File: config.mk
export PLATFORM = sky130hd
export DESIGN_NAME = mw_port
export DESIGN_NICKNAME = d
export VERILOG_FILES = /design/src/rtl/mw_pkg.sv /design/src/rtl/mw_clkgen.sv /design/src/rtl/mw_sync.sv /design/src/rtl/mw_rxbuf.sv /design/src/rtl/mw_port.sv
export SDC_FILE = /design/constraint.sdc
export NUM_CORES = 1
export LEC_CHECK = 0
export BUFFER_PORTS_ARGS = -buffer_cell sky130_fd_sc_hd__buf_2
export CAP_MARGIN = 20
export CELL_PAD_IN_SITES_DETAIL_PLACEMENT = 0
export CELL_PAD_IN_SITES_GLOBAL_PLACEMENT = 1
export CORE_UTILIZATION = 40
export CTS_CLUSTER_SIZE = 25
export DETAILED_ROUTE_END_ITERATION = 10
export HOLD_SLACK_MARGIN = 0.06
export PLACE_DENSITY = 0.78
export SETUP_SLACK_MARGIN = 0.5
export SLEW_MARGIN = 20
export SYNTH_ARGS = -nofsm -noshare
export SYNTH_HDL_FRONTEND = slang
export SYNTH_SLANG_ARGS = --single-unit
File: constraint.sdc
create_clock -name clk -period 2.4 [get_ports clk]
set_input_delay 0.12 -clock clk [delete_from_list [all_inputs] [get_ports clk]]
set_output_delay 0.12 -clock clk [all_outputs]
set_load 0.03 [all_outputs]
File: src/rtl/mw_pkg.sv
package mw_pkg;
  // One-cycle strobes marking a serial clock transition in the system clock domain.
  typedef struct packed {
    logic rise;
    logic fall;
  } mw_edge_t;
endpackage

File: src/rtl/mw_clkgen.sv
module mw_clkgen #(
  parameter int DATA_W = 16,
  parameter int DIV_W  = 4
) (
  input  logic             clk,
  input  logic             rst,
  input  logic             start,
  input  logic             wide,
  input  logic             idle_hi,
  input  logic [DIV_W-1:0] div,
  output logic             sclk,
  output logic             running,
  output mw_pkg::mw_edge_t edg_o
);
  localparam int HALF   = DATA_W / 2;
  localparam int EDGE_W = $clog2(2 * DATA_W + 1);

  logic [DIV_W-1:0]  cnt;
  logic [EDGE_W-1:0] edges;
  logic [EDGE_W-1:0] last;
  logic              tick;

  assign last       = wide ? EDGE_W'(2 * DATA_W - 1) : EDGE_W'(2 * HALF - 1);
  assign tick       = running && (cnt == div);
  assign edg_o.rise = tick & ~sclk;
  assign edg_o.fall = tick & sclk;

  always_ff @(posedge clk) begin
    if (rst) begin
      running <= 1'b0;
      cnt     <= '0;
      edges   <= '0;
      sclk    <= idle_hi;
    end else if (start) begin
      running <= 1'b1;
      cnt     <= '0;
      edges   <= '0;
    end else if (running) begin
      if (tick) begin
        cnt   <= '0;
        sclk  <= ~sclk;
        edges <= edges + EDGE_W'(1);
        if (edges == last) running <= 1'b0;
      end else begin
        cnt <= cnt + DIV_W'(1);
      end
    end else begin
      sclk <= idle_hi;
    end
  end
endmodule

File: src/rtl/mw_sync.sv
module mw_sync #(
  parameter int STAGES = 2
) (
  input  logic             clk,
  input  logic             rst,
  input  logic             sclk_in,
  input  logic             sel_n,
  output logic             sel,
  output mw_pkg::mw_edge_t edg_o
);
  logic [STAGES-1:0] clk_s;
  logic [STAGES-1:0] sel_s;
  logic              clk_prev;

  always_ff @(posedge clk) begin
    if (rst) begin
      clk_s    <= '0;
      sel_s    <= '1;
      clk_prev <= 1'b0;
    end else begin
      clk_s    <= {clk_s[STAGES-2:0], sclk_in};
      sel_s    <= {sel_s[STAGES-2:0], sel_n};
      clk_prev <= clk_s[STAGES-1];
    end
  end

  assign sel        = ~sel_s[STAGES-1];
  assign edg_o.rise = sel & clk_s[STAGES-1] & ~clk_prev;
  assign edg_o.fall = sel & ~clk_s[STAGES-1] & clk_prev;
endmodule

File: src/rtl/mw_rxbuf.sv
module mw_rxbuf #(
  parameter int DATA_W = 16
) (
  input  logic              clk,
  input  logic              rst,
  input  logic              done,
  input  logic              wide,
  input  logic [DATA_W-1:0] shift_q,
  input  logic              rd_en,
  input  logic              wr_en,
  input  logic              ovr_chk,
  input  logic              ovr_clr,
  output logic [DATA_W-1:0] rbuf,
  output logic              rbf,
  output logic              ovr
);
  localparam int HALF = DATA_W / 2;

  logic pending;
  logic move;

  assign move = pending && !rbf;

  always_ff @(posedge clk) begin
    if (rst) begin
      pending <= 1'b0;
      rbf     <= 1'b0;
      ovr     <= 1'b0;
      rbuf    <= '0;
    end else begin
      if (done) pending <= 1'b1;
      else if (wr_en || move) pending <= 1'b0;

      if (move) begin
        rbf <= 1'b1;
        if (wide) rbuf <= shift_q;
        else rbuf[HALF-1:0] <= shift_q[HALF-1:0];
      end else if (rd_en) begin
        rbf <= 1'b0;
      end

      if (ovr_chk && rbf && pending) ovr <= 1'b1;
      else if (ovr_clr) ovr <= 1'b0;
    end
  end
endmodule

File: src/rtl/mw_port.sv
module mw_port #(
  parameter int DATA_W = 16,
  parameter int DIV_W  = 4
) (
  input  logic              clk,
  input  logic              rst,
  input  logic              cfg_master,
  input  logic              cfg_wide,
  input  logic              cfg_alt,
  input  logic              cfg_idle_hi,
  input  logic [DIV_W-1:0]  cfg_div,
  input  logic              wr_en,
  input  logic [DATA_W-1:0] wr_data,
  input  logic              rd_en,
  output logic [DATA_W-1:0] rd_data,
  input  logic              ovr_clr,
  output logic              busy,
  output logic              rbf,
  output logic              ovr,
  output logic              sclk_out,
  output logic              sclk_oe,
  input  logic              sclk_in,
  input  logic              sel_n,
  output logic              mo_out,
  output logic              mo_oe,
  input  logic              mo_in,
  output logic              mi_out,
  output logic              mi_oe,
  input  logic              mi_in
);
  localparam int HALF  = DATA_W / 2;
  localparam int CNT_W = $clog2(DATA_W + 1);

  mw_pkg::mw_edge_t m_edg, s_edg, edg;
  logic              running, sclk_m, sel;
  logic [DATA_W-1:0] sh;
  logic              dout_q;
  logic [CNT_W-1:0]  bitcnt, frame_len;
  logic              sample_ev, drive_ev, sample_ok, done, din, msb, m_start;

  assign m_start = cfg_master & wr_en;

  mw_clkgen #(.DATA_W(DATA_W), .DIV_W(DIV_W)) u_clkgen (
    .clk(clk), .rst(rst), .start(m_start), .wide(cfg_wide),
    .idle_hi(cfg_idle_hi), .div(cfg_div), .sclk(sclk_m),
    .running(running), .edg_o(m_edg)
  );

  mw_sync #(.STAGES(2)) u_sync (
    .clk(clk), .rst(rst), .sclk_in(sclk_in), .sel_n(sel_n),
    .sel(sel), .edg_o(s_edg)
  );

  always_comb begin
    edg       = cfg_master ? m_edg : s_edg;
    sample_ev = cfg_alt ? edg.fall : edg.rise;
    drive_ev  = cfg_alt ? edg.rise : edg.fall;
    frame_len = cfg_wide ? CNT_W'(DATA_W) : CNT_W'(HALF);
    sample_ok = sample_ev && (bitcnt != frame_len);
    done      = sample_ok && (bitcnt == frame_len - CNT_W'(1));
    din       = cfg_master ? mi_in : mo_in;
    msb       = cfg_wide ? sh[DATA_W-1] : sh[HALF-1];
  end

  always_ff @(posedge clk) begin
    if (rst) begin
      sh     <= '0;
      dout_q <= 1'b0;
      bitcnt <= '0;
    end else if (wr_en) begin
      sh     <= wr_data;
      dout_q <= cfg_wide ? wr_data[DATA_W-1] : wr_data[HALF-1];
      bitcnt <= '0;
    end else begin
      if (!cfg_master && !sel) bitcnt <= '0;
      else if (sample_ok) bitcnt <= bitcnt + CNT_W'(1);
      if (sample_ok) begin
        if (cfg_wide) sh <= {sh[DATA_W-2:0], din};
        else sh[HALF-1:0] <= {sh[HALF-2:0], din};
      end
      if (drive_ev) dout_q <= msb;
    end
  end

  mw_rxbuf #(.DATA_W(DATA_W)) u_rxbuf (
    .clk(clk), .rst(rst), .done(done), .wide(cfg_wide), .shift_q(sh),
    .rd_en(rd_en), .wr_en(wr_en), .ovr_chk(m_start), .ovr_clr(ovr_clr),
    .rbuf(rd_data), .rbf(rbf), .ovr(ovr)
  );

  assign busy     = cfg_master ? running : sel;
  assign sclk_out = sclk_m;
  assign sclk_oe  = cfg_master;
  assign mo_out   = cfg_master & dout_q;
  assign mo_oe    = cfg_master;
  assign mi_out   = dout_q;
  assign mi_oe    = ~cfg_master & sel;
endmodule

**After elaboration in Yosys (flattened, before gate mapping)**

Cells that the tools add are included.

- Input bits: 33
- Output and inout bits: 25
- Register bits: 58

- Add/sub/neg operators: 4
- Eq/ne operators: 6
- Bitwise gates (word level): 14
- Reductions and logical operators: 22
- Multiplexer cells: 29

Operator list:

| operator | count |
|---|---|
| 16-bit two-way mux | 2 |
| 1-bit two-way mux | 22 |
| 2-bit nonzero test | 6 |
| 5-bit two-way mux | 2 |
| 1-bit bitwise AND | 9 |
| 8-bit two-way mux | 1 |
| 2-bit AND reduction | 4 |
| 1-bit logical AND | 7 |
| 6-bit by 1-bit adder with 6-bit output, second input constant | 1 |
| 6-bit == test | 1 |
| 5-bit by 1-bit adder with 5-bit output, second input constant | 1 |
| 5-bit == test | 1 |
| 5-bit != test | 1 |
| 1-bit inverter | 5 |
| 5-bit by 1-bit subtractor with 5-bit output, second input constant | 1 |
| 4-bit by 1-bit adder with 4-bit output, second input constant | 1 |
| 4-bit == test | 1 |
| 4-bit two-way mux | 1 |
| 3-bit != test, second input constant | 1 |
| 3-bit OR reduction | 1 |
| 1-bit zero test | 2 |
| 2-bit two-way mux | 1 |
| 2-bit != test, second input constant | 1 |
| 2-bit OR reduction | 1 |
| 1-bit logical OR | 1 |

**Longest topological paths before layout**

Gate-level depths: netlist of the first run.

- Word-level depth: 8
- Depth in mapped cells: 9
- Mapped depth without buffers: 8

**By module**

A second synthesis of the first run with hierarchy kept.

- Cells, all modules: 310
- Area total of the unflattened synthesis: 2788.9 sq um

By module, submodules not included:

| module | times used | cells an instance | area each (sq um) |
|---|---|---|---|
| mw_port | 1 | 141 | 1272.5 |
| mw_rxbuf | 1 | 84 | 738.2 |
| mw_clkgen | 1 | 72 | 620.6 |
| mw_sync | 1 | 13 | 157.7 |

**Worst setup path before layout of the first run**

Ideal clock, no wire load.

- Kind: register to register
- Start point: register u_sync.sel_s[1]
- End point: register sh[3]
- Data arrival time: 1783 ps
- Data required time: 2297 ps
- Slack: 513 ps
- Clock period less this slack: 1887 ps
- Buffers on the path: 1
- Stages on the path, launching flop included: 6
- Cells stage by stage: dfxtp_1 > nor2_1 > a32oi_2 > o22a_4 > buf_4 > a2111oi_2

- Word-level cells in the longest chain between the ends: 7
- Elaborated cells between the ends (all ways): 9

RTL lines:

| element | line | text |
|---|---|---|
| start: declaration | mw_sync.sv:12 | `logic [STAGES-1:0] sel_s;` |
| start signal: assignment | mw_sync.sv:22 | `sel_s <= {sel_s[STAGES-2:0], sel_n};` |
| 1-bit inverter * | mw_sync.sv:27 | `assign sel = ~sel_s[STAGES-1];` |
| 1-bit bitwise AND (on tied branches) (2 in series) | mw_sync.sv:28, mw_sync.sv:29 |  |
| 2-bit two-way mux * | mw_port.sv:55 | `edg = cfg_master ? m_edg : s_edg;` |
| 1-bit two-way mux * | mw_port.sv:56 | `sample_ev = cfg_alt ? edg.fall : edg.rise;` |
| 1-bit logical AND * | mw_port.sv:59 | `sample_ok = sample_ev && (bitcnt != frame_len);` |
| 2-bit nonzero test (no line) * | - |  |
| end signal: assignment | mw_port.sv:71 | `sh <= wr_data;` |
| end signal: assignment | mw_port.sv:78 | `if (cfg_wide) sh <= {sh[DATA_W-2:0], din};` |
| end signal: indexed assignment | mw_port.sv:79 | `else sh[HALF-1:0] <= {sh[HALF-2:0], din};` |
| end: declaration | mw_port.sv:36 | `logic [DATA_W-1:0] sh;` |

Mark *: on every way between the ends. The rest lies on a longest branch, timed or not.
A chain may end at the register's enable or synchronous reset.

**Worst setup path after layout of the first run**

- Start point: register u_clkgen.cnt[2]
- End point: register sh[0]

- Word-level cells in the longest chain between the ends: 7
- Elaborated cells between the ends (all ways): 8

RTL lines:

| element | line | text |
|---|---|---|
| start: declaration | mw_clkgen.sv:18 | `logic [DIV_W-1:0] cnt;` |
| start signal: assignment | mw_clkgen.sv:45 | `cnt <= cnt + DIV_W'(1);` |
| 4-bit == test * | mw_clkgen.sv:24 | `assign tick = running && (cnt == div);` |
| 1-bit logical AND * | mw_clkgen.sv:24 |  |
| 1-bit bitwise AND (on tied branches) | mw_clkgen.sv:25, mw_clkgen.sv:26 |  |
| 2-bit two-way mux * | mw_port.sv:55 |  |
| 1-bit two-way mux * | mw_port.sv:56 |  |
| 1-bit logical AND * | mw_port.sv:59 |  |
| 2-bit nonzero test (no line) * | - |  |

Marked as above.

==> results.sh, run 1 <==
export IMPL_outcome="finished, final reports clean"
export IMPL_powerDensity_nw_per_um2=588.9
export IMPL_power_frac_clock_pct=43.8
export IMPL_cp_end_kind="flop"
export IMPL_holdWs_ns=0.07595
export IMPL_yosysWarningCount=0
export IMPL_hp_class="in2reg"
export IMPL_postSynthNetCount=345
export IMPL_synth_edf_count=1
export IMPL_slowest_delay_ns=0.36
export IMPL_rr_worst_depth=7
export IMPL_critPathTopFamily="compound AO/OA/AOI/OAI gates"
export IMPL_core_region_area_sq_um=6756
export IMPL_initial_core_util_pct=41.24
export IMPL_cts_made_buffers=9
export IMPL_track_usage_pct=18.42
export IMPL_max_cap_violations=0
export IMPL_clockBufferDepth=2
export IMPL_wirelength_mm=6.642
export IMPL_finalHoldViolCount=0
export IMPL_crit_type="reg2reg"
export IMPL_dr_max_layer_used="met4"
export IMPL_clock_sinks=58
export IMPL_place_area_sq_um=3067
export IMPL_dr_pass1_iters=4
export IMPL_required_ns=2.62
export IMPL_ys_seq_area_share_pct=42.03
export IMPL_layout_min_cycle_time_ns=1.932
export IMPL_fin_skew_ns=0.01167
export IMPL_diodes=0
export IMPL_switchingPower_mw=0.5484
export IMPL_synthTopCellsByCount="dfxtp_1 (57), nand2_1 (34), nor2_1 (28)"
export IMPL_cts_tree="done"
export IMPL_endpoint="sh[0]$_SDFFE_PP0P_"
export IMPL_ys_ff_latch=58
export IMPL_ios=58
export IMPL_design_area_sq_um=3786
export IMPL_yosysTopAreaCell="dfxtp_1"
export IMPL_worst_slew_pin_slew_ns=0.7192
export IMPL_critPathSlowestCell="dfxtp_4"
export IMPL_synth_area_top_cells="dfxtp_1 (41%), a2111oi_2 (5.4%), a21oi_1 (4.7%)"
export IMPL_m1WireLength_mm=3.264
export IMPL_drv_slew=0
export IMPL_avgSynthCellArea_sq_um=9.047
export IMPL_vias_per_cell=5.267
export IMPL_syn_inst=308
export IMPL_post_drt_wl_per_cell_microns=14.19
export IMPL_max_vdd_ir_drop_mv=0.4504
export IMPL_drcViolationCount=0
export IMPL_met3_length_microns=264
export IMPL_die_width_microns=85.46
export IMPL_vias=2465
export IMPL_ys_flop_type="dfxtp_1"
export IMPL_h_tree_depth=3
export IMPL_reg2reg_to="sh[0]$_SDFFE_PP0P_"
export IMPL_drtAntennaViolNets=0
export IMPL_grt_overflow_total=0
export IMPL_fp_dieH_microns=85.46
export IMPL_rsz0062_at_grt="true"
export IMPL_die_area_sq_um=7303
export IMPL_yosysTopAreaCellShare_pct=40.95
export IMPL_synth_async_reset_ratio_pct=0
export IMPL_cp_max_fo=6
export IMPL_max_clock_freq_mhz=517.7
export IMPL_p_int_mw=1.681
export IMPL_antenna_found_initial=0
export IMPL_grt_pass1_vias=2198
export IMPL_dr_wl_met2_mm=3.043
export IMPL_rows=30
export IMPL_setup_viol=0
export IMPL_worst_r2r_setup_slack_ns=0.47
export IMPL_cts_clk_slew_worst_paths_ns=0.07
export IMPL_post_dp_hpwl_mm=3.931
export IMPL_crit_buf_inv=1
export IMPL_area_growth_pct=35.88
export IMPL_max_slew_margin_pct=51.55
export IMPL_grt_pass1_wl_mm=10.43
export IMPL_place_gp_congestion=0.7633
export IMPL_fin_nets=420
export IMPL_path_depth=7
export IMPL_yosys_cell_types_count=48
export IMPL_finalSetupTns_ns=0
export IMPL_power_leakage_nw=1.455
export IMPL_p_seq_share_pct=45.6
export IMPL_arrival_ns=2.15
export IMPL_start_kind="flop"
export IMPL_synth_cell_area_sq_um=2786
export IMPL_drive_above_1_share_pct=37.89
export IMPL_clockRootBuffer="clkbuf_8"
export IMPL_clock_latency_ns=0.34
export IMPL_grt_max_degree=37
export IMPL_drt_iter0_drc=123
export IMPL_min_period_over_period_pct=80.48
export IMPL_swShare_pct=24.60
export IMPL_regToRegStartpoint="u_clkgen.cnt[2]$_SDFFE_PP0P_"
export IMPL_worstPathCellList="xnor2_2 -> and4_4 -> a41oi_4 -> buf_4 -> o22a_4 -> mux2_2 -> o2bb2ai_1"
export IMPL_p_comb_share_pct=10.6
export IMPL_yosysMostFrequentCell="dfxtp_1"
export IMPL_crit_start="u_clkgen.cnt[2]$_SDFFE_PP0P_"
export IMPL_port_buffers=57
[placed cells by master (no fill, tap or decap), types with 6 or more instances in the layout]
cell type	instances
nand2_1	33
a2111oi_4	7
nand3_1	12
dfxtp_1	50
nor2b_1	19
a21oi_1	25
clkbuf_8	9
buf_4	17
nor2_1	27
nor3_2	6
xor2_1	7
buf_2	57
o21ai_0	9
inv_1	6
nor3_1	10
[logic make-up after synthesis]
kind of cell	after synthesis	synth area share (%)
AOI/OAI and AO/OA	60	17.74
xor gates and xnor gates	13	4.086
adders and majority gates	4	1.796
buffers and inverters	30	5.658
DFF	58	42.03
muxes	6	2.694
and+or+nand+nor	137	26.00
[repair_timing]
| action | CTS | global route |
|---|---|---|
| endpoints found under the setup margin | 19 | 24 |
| pin swaps | 9 | 20 |
| hold buffers | 5 | 0 |
| gates cloned | 2 | 0 |
| hold endpoints to repair | 5 | 0 |
| gates resized for setup | 11 | 37 |
| setup buffers | 3 | 17 |
[layout make-up]
cell class / instances / area (sq um)
tap: 80 / 100.1
clock inverter: 5 / 80.08
clock buffer: 11 / 131.4
fill: 614 / 2970
inverter: 6 / 22.52
timing repair buffer: 86 / 571.8
sequential: 58 / 1187
multi-input combinational: 222 / 1693
[stage by stage]
| stage | total power, mW | utilization [%] | std cells | setup slack (ns) |
|---|---|---|---|---|
| floorplan | 1.169 | - | 308 | 0.5133 |
| global placement | 1.222 | 45.39 | 425 | 0.4161 |
| detailed placement | 1.224 | 45.39 | 425 | 0.2677 |
| CTS | 2.214 | 50.83 | 451 | 0.4909 |
| global route | 2.319 | 56.04 | 468 | 0.4051 |
| finish | 2.230 | 56.04 | 468 | 0.4685 |
[flip-flops by register name, summed over array words and instances, names as in the netlist]
name and flops:
u_sync.sel_s 2, u_sync.clk_prev 1, bitcnt 5, u_rxbuf.ovr 1
u_rxbuf.rbf 1, u_rxbuf.rbuf 16, u_rxbuf.pending 1, sh 16
u_clkgen.edges 6, mi_out 1, u_clkgen.sclk 1, u_sync.clk_s 2
u_clkgen.running 1, u_clkgen.cnt 4
[worst reg2reg max path, stage by stage (launching register included)]
cell and delay (ns):
dfxtp_4 0.36, xnor2_2 0.13, and4_4 0.21, a41oi_4 0.29
buf_4 0.16, o22a_4 0.18, mux2_2 0.34, o2bb2ai_1 0.11
[how the worst min path moves through the flow]
| stage | start | cells past startpoint | end | slack (ns) |
|---|---|---|---|---|
| after global routing | wr_data[12] | 3 | sh[12]$_SDFFE_PP0P_ | 0.08 |
| after global placement | sel_n | 2 | u_sync.sel_s[0]$_SDFF_PP1_ | 0.30 |
| after detailed placement | sel_n | 2 | u_sync.sel_s[0]$_SDFF_PP1_ | 0.31 |
| final | cfg_idle_hi | 3 | u_clkgen.sclk$_DFFE_PP_ | 0.08 |
| after CTS | cfg_idle_hi | 3 | u_clkgen.sclk$_DFFE_PP_ | 0.07 |
| after floorplan | sel_n | 1 | u_sync.sel_s[0]$_SDFF_PP1_ | 0.22 |
[power groups by stage]
stage,logic [mW],clock network (mW),registers [mW]
floorplan,0.130,0,1.04
detailed placement,0.185,0,1.04
global route,0.256,1.04,1.02
CTS,0.201,0.995,1.02
global placement,0.183,0,1.04
finish,0.236,0.977,1.02
[metal layers]
layer	GRT usage (%)	vias to the layer above
li1	-	1231
met1	24.05	1172
met2	28.95	53
met3	5.837	9
met4	5.909	0
met5	0	-
Note: power is estimated with default switching activity, not from simulation.
==> run 2, diff against run 1 <==
- clock period: 2.4 -> 2 ns (I/O delays scaled with it)
==> run 2 against run 1 <==
Global-route usage up 0.38 points. Clock skew down 0.0056 ns. Final area up 2.6%. Sequential share of layout area down 0.81 points. Critical path depth unchanged. First-iteration DRC count down 26%. Clock power up 6%. Worst setup slack worse by 0.33 ns. Register-to-register slack worse by 0.33 ns. Sequential power up 21%. Combinational power up 29%.
==> results.sh, run 2 (synthesized netlist as in run 1, its figures left out) <==
export IMPL_outcome="finished, final reports clean"
export IMPL_initial_core_util_pct=41.24
export IMPL_grt_max_degree=33
export IMPL_port_buffers=57
export IMPL_design_area_sq_um=3886
export IMPL_h_tree_depth=3
export IMPL_required_ns=2.26
export IMPL_drcViolationCount=0
export IMPL_clockBufferDepth=2
export IMPL_start_kind="flop"
export IMPL_post_drt_wl_per_cell_microns=13.88
export IMPL_rsz0062_at_grt="true"
export IMPL_die_width_microns=85.46
export IMPL_largestRegisters="sh: 16 flops, u_rxbuf.rbuf: 16 flops, u_clkgen.edges: 6 flops"
export IMPL_place_area_sq_um=3407
export IMPL_worst_slew_pin_slew_ns=0.8536
export IMPL_antenna_found_initial=0
export IMPL_min_period_over_period_pct=92.93
export IMPL_fin_skew_ns=0.006052
export IMPL_swShare_pct=24.83
export IMPL_crit_type="reg2reg"
export IMPL_diodes=0
export IMPL_post_dp_hpwl_mm=4.470
export IMPL_cts_made_buffers=9
export IMPL_ios=58
export IMPL_clock_latency_ns=0.33
export IMPL_p_comb_share_pct=11.8
export IMPL_max_vdd_ir_drop_mv=0.3991
export IMPL_final_cell_mix="buf_2 (57), dfxtp_1 (50), nand2_1 (34), nor2_1 (27), buf_4 (24)"
export IMPL_max_cap_violations=0
export IMPL_track_usage_pct=18.80
export IMPL_rows=30
export IMPL_layout_min_cycle_time_ns=1.859
export IMPL_fin_nets=426
export IMPL_hp_class="in2reg"
export IMPL_core_region_area_sq_um=6756
export IMPL_finalHoldViolCount=0
export IMPL_vias_per_cell=5.087
export IMPL_power_frac_clock_pct=40.5
export IMPL_power_leakage_nw=1.488
export IMPL_grt_pass1_vias=2281
export IMPL_vias=2406
export IMPL_dr_pass1_iters=4
export IMPL_worst_r2r_setup_slack_ns=0.14
export IMPL_layout_cells_most_common="buf_2"
export IMPL_max_clock_freq_mhz=538.0
export IMPL_powerDensity_nw_per_um2=661.6
export IMPL_drtAntennaViolNets=0
export IMPL_clock_sinks=58
export IMPL_cp_max_fo=4
export IMPL_arrival_ns=2.12
export IMPL_finalSetupTns_ns=0
export IMPL_place_gp_congestion=0.7410
export IMPL_max_slew_margin_pct=42.49
export IMPL_cts_clk_slew_worst_paths_ns=0.06
export IMPL_drt_iter0_drc=91
export IMPL_area_growth_pct=39.47
export IMPL_fp_dieH_microns=85.46
export IMPL_grt_overflow_total=0
export IMPL_clockRootBuffer="clkbuf_8"
export IMPL_drive_above_1_share_pct=40.71
export IMPL_post_route_util_pct=57.52
export IMPL_setup_viol=0
export IMPL_wirelength_mm=6.563
export IMPL_drv_slew=0
export IMPL_cp_end_kind="flop"
export IMPL_n_fill_cell=618
export IMPL_die_area_sq_um=7303
export IMPL_p_seq_share_pct=47.7
export IMPL_cts_tree="done"
export IMPL_grt_pass1_wl_mm=10.67
export IMPL_p_int_mw=1.933
export IMPL_switchingPower_mw=0.6383
-- run 2: repair_timing --
action                                  in CTS  in global routing
setup buffers                                9                  7
pin swaps                                    3                  4
gates cloned                                 0                  2
hold buffers                                 5                  1
endpoints found under the hold margin        5                  1
gates resized for setup                      3                 10
endpoints found under the setup margin      23                 34
-- run 2: worst max-delay path, stage by stage (launching register included) --
cell	delay, ns
dfxtp_4	0.37
xnor2_4	0.15
and4_4	0.28
a41oi_4	0.16
buf_4	0.18
o22a_2	0.20
or3_1	0.33
a21oi_2	0.12
-- run 2: area by class of cell --
class	count	area [sq um]	area share, %
clock buffer	12	145.1	3.735
clock inverter	3	40.04	1.030
inverter	6	22.52	0.5795
multi-input combinational	221	1749	45.01
sequential	58	1187	30.55
tap	80	100.1	2.576
timing repair buffer	93	641.9	16.52
-- run 2: worst paths after layout --
path / startpoint / endpoint / cells past startpoint
setup / recovery: u_clkgen.cnt[1]$_SDFFE_PP0P_ / bitcnt[4]$_SDFFE_PP0P_ / 7
hold / removal: wr_data[10] / sh[10]$_SDFFE_PP0P_ / 3
setup reg to reg: u_clkgen.cnt[1]$_SDFFE_PP0P_ / bitcnt[4]$_SDFFE_PP0P_ / 7
hold reg to reg: u_sync.sel_s[0]$_SDFF_PP1_ / u_sync.sel_s[1]$_SDFF_PP1_ / 1
-- run 2: through the flow --
| step | power, mW | cells | setup slack (ns) | hold WS, ns |
|---|---|---|---|---|
| floorplan | 1.446 | 308 | 0.3244 | 0.2038 |
| global placement | 1.526 | 434 | 0.1879 | 0.2817 |
| detailed placement | 1.532 | 434 | 0.1242 | 0.2841 |
| CTS | 2.592 | 463 | 0.1689 | 0.06059 |
| global route | 2.696 | 473 | 0.05732 | 0.06463 |
| finish | 2.571 | 473 | 0.1413 | 0.07164 |
-- run 2: power by group through the flow --
| stage | Clock, mW | Combinational [mW] | Sequential [mW] |
|---|---|---|---|
| 3_5_place_dp | 0 | 0.279 | 1.25 |
| 6_report | 1.04 | 0.305 | 1.23 |
| 2_1_floorplan | 0 | 0.197 | 1.25 |
| 4_1_cts | 1.07 | 0.295 | 1.23 |
| 3_3_place_gp | 0 | 0.273 | 1.25 |
| 5_1_grt | 1.13 | 0.333 | 1.23 |
-- run 2: layer usage --
layer	GRT usage, %	wire (microns)	vias to the layer above	part of all wire [%]
met5	0	0	-	0
met4	7.273	84	0	1.3
met3	4.280	237	6	3.6
met2	29.75	3103	54	47
met1	24.94	3138	1102	48
li1	-	-	1244	-
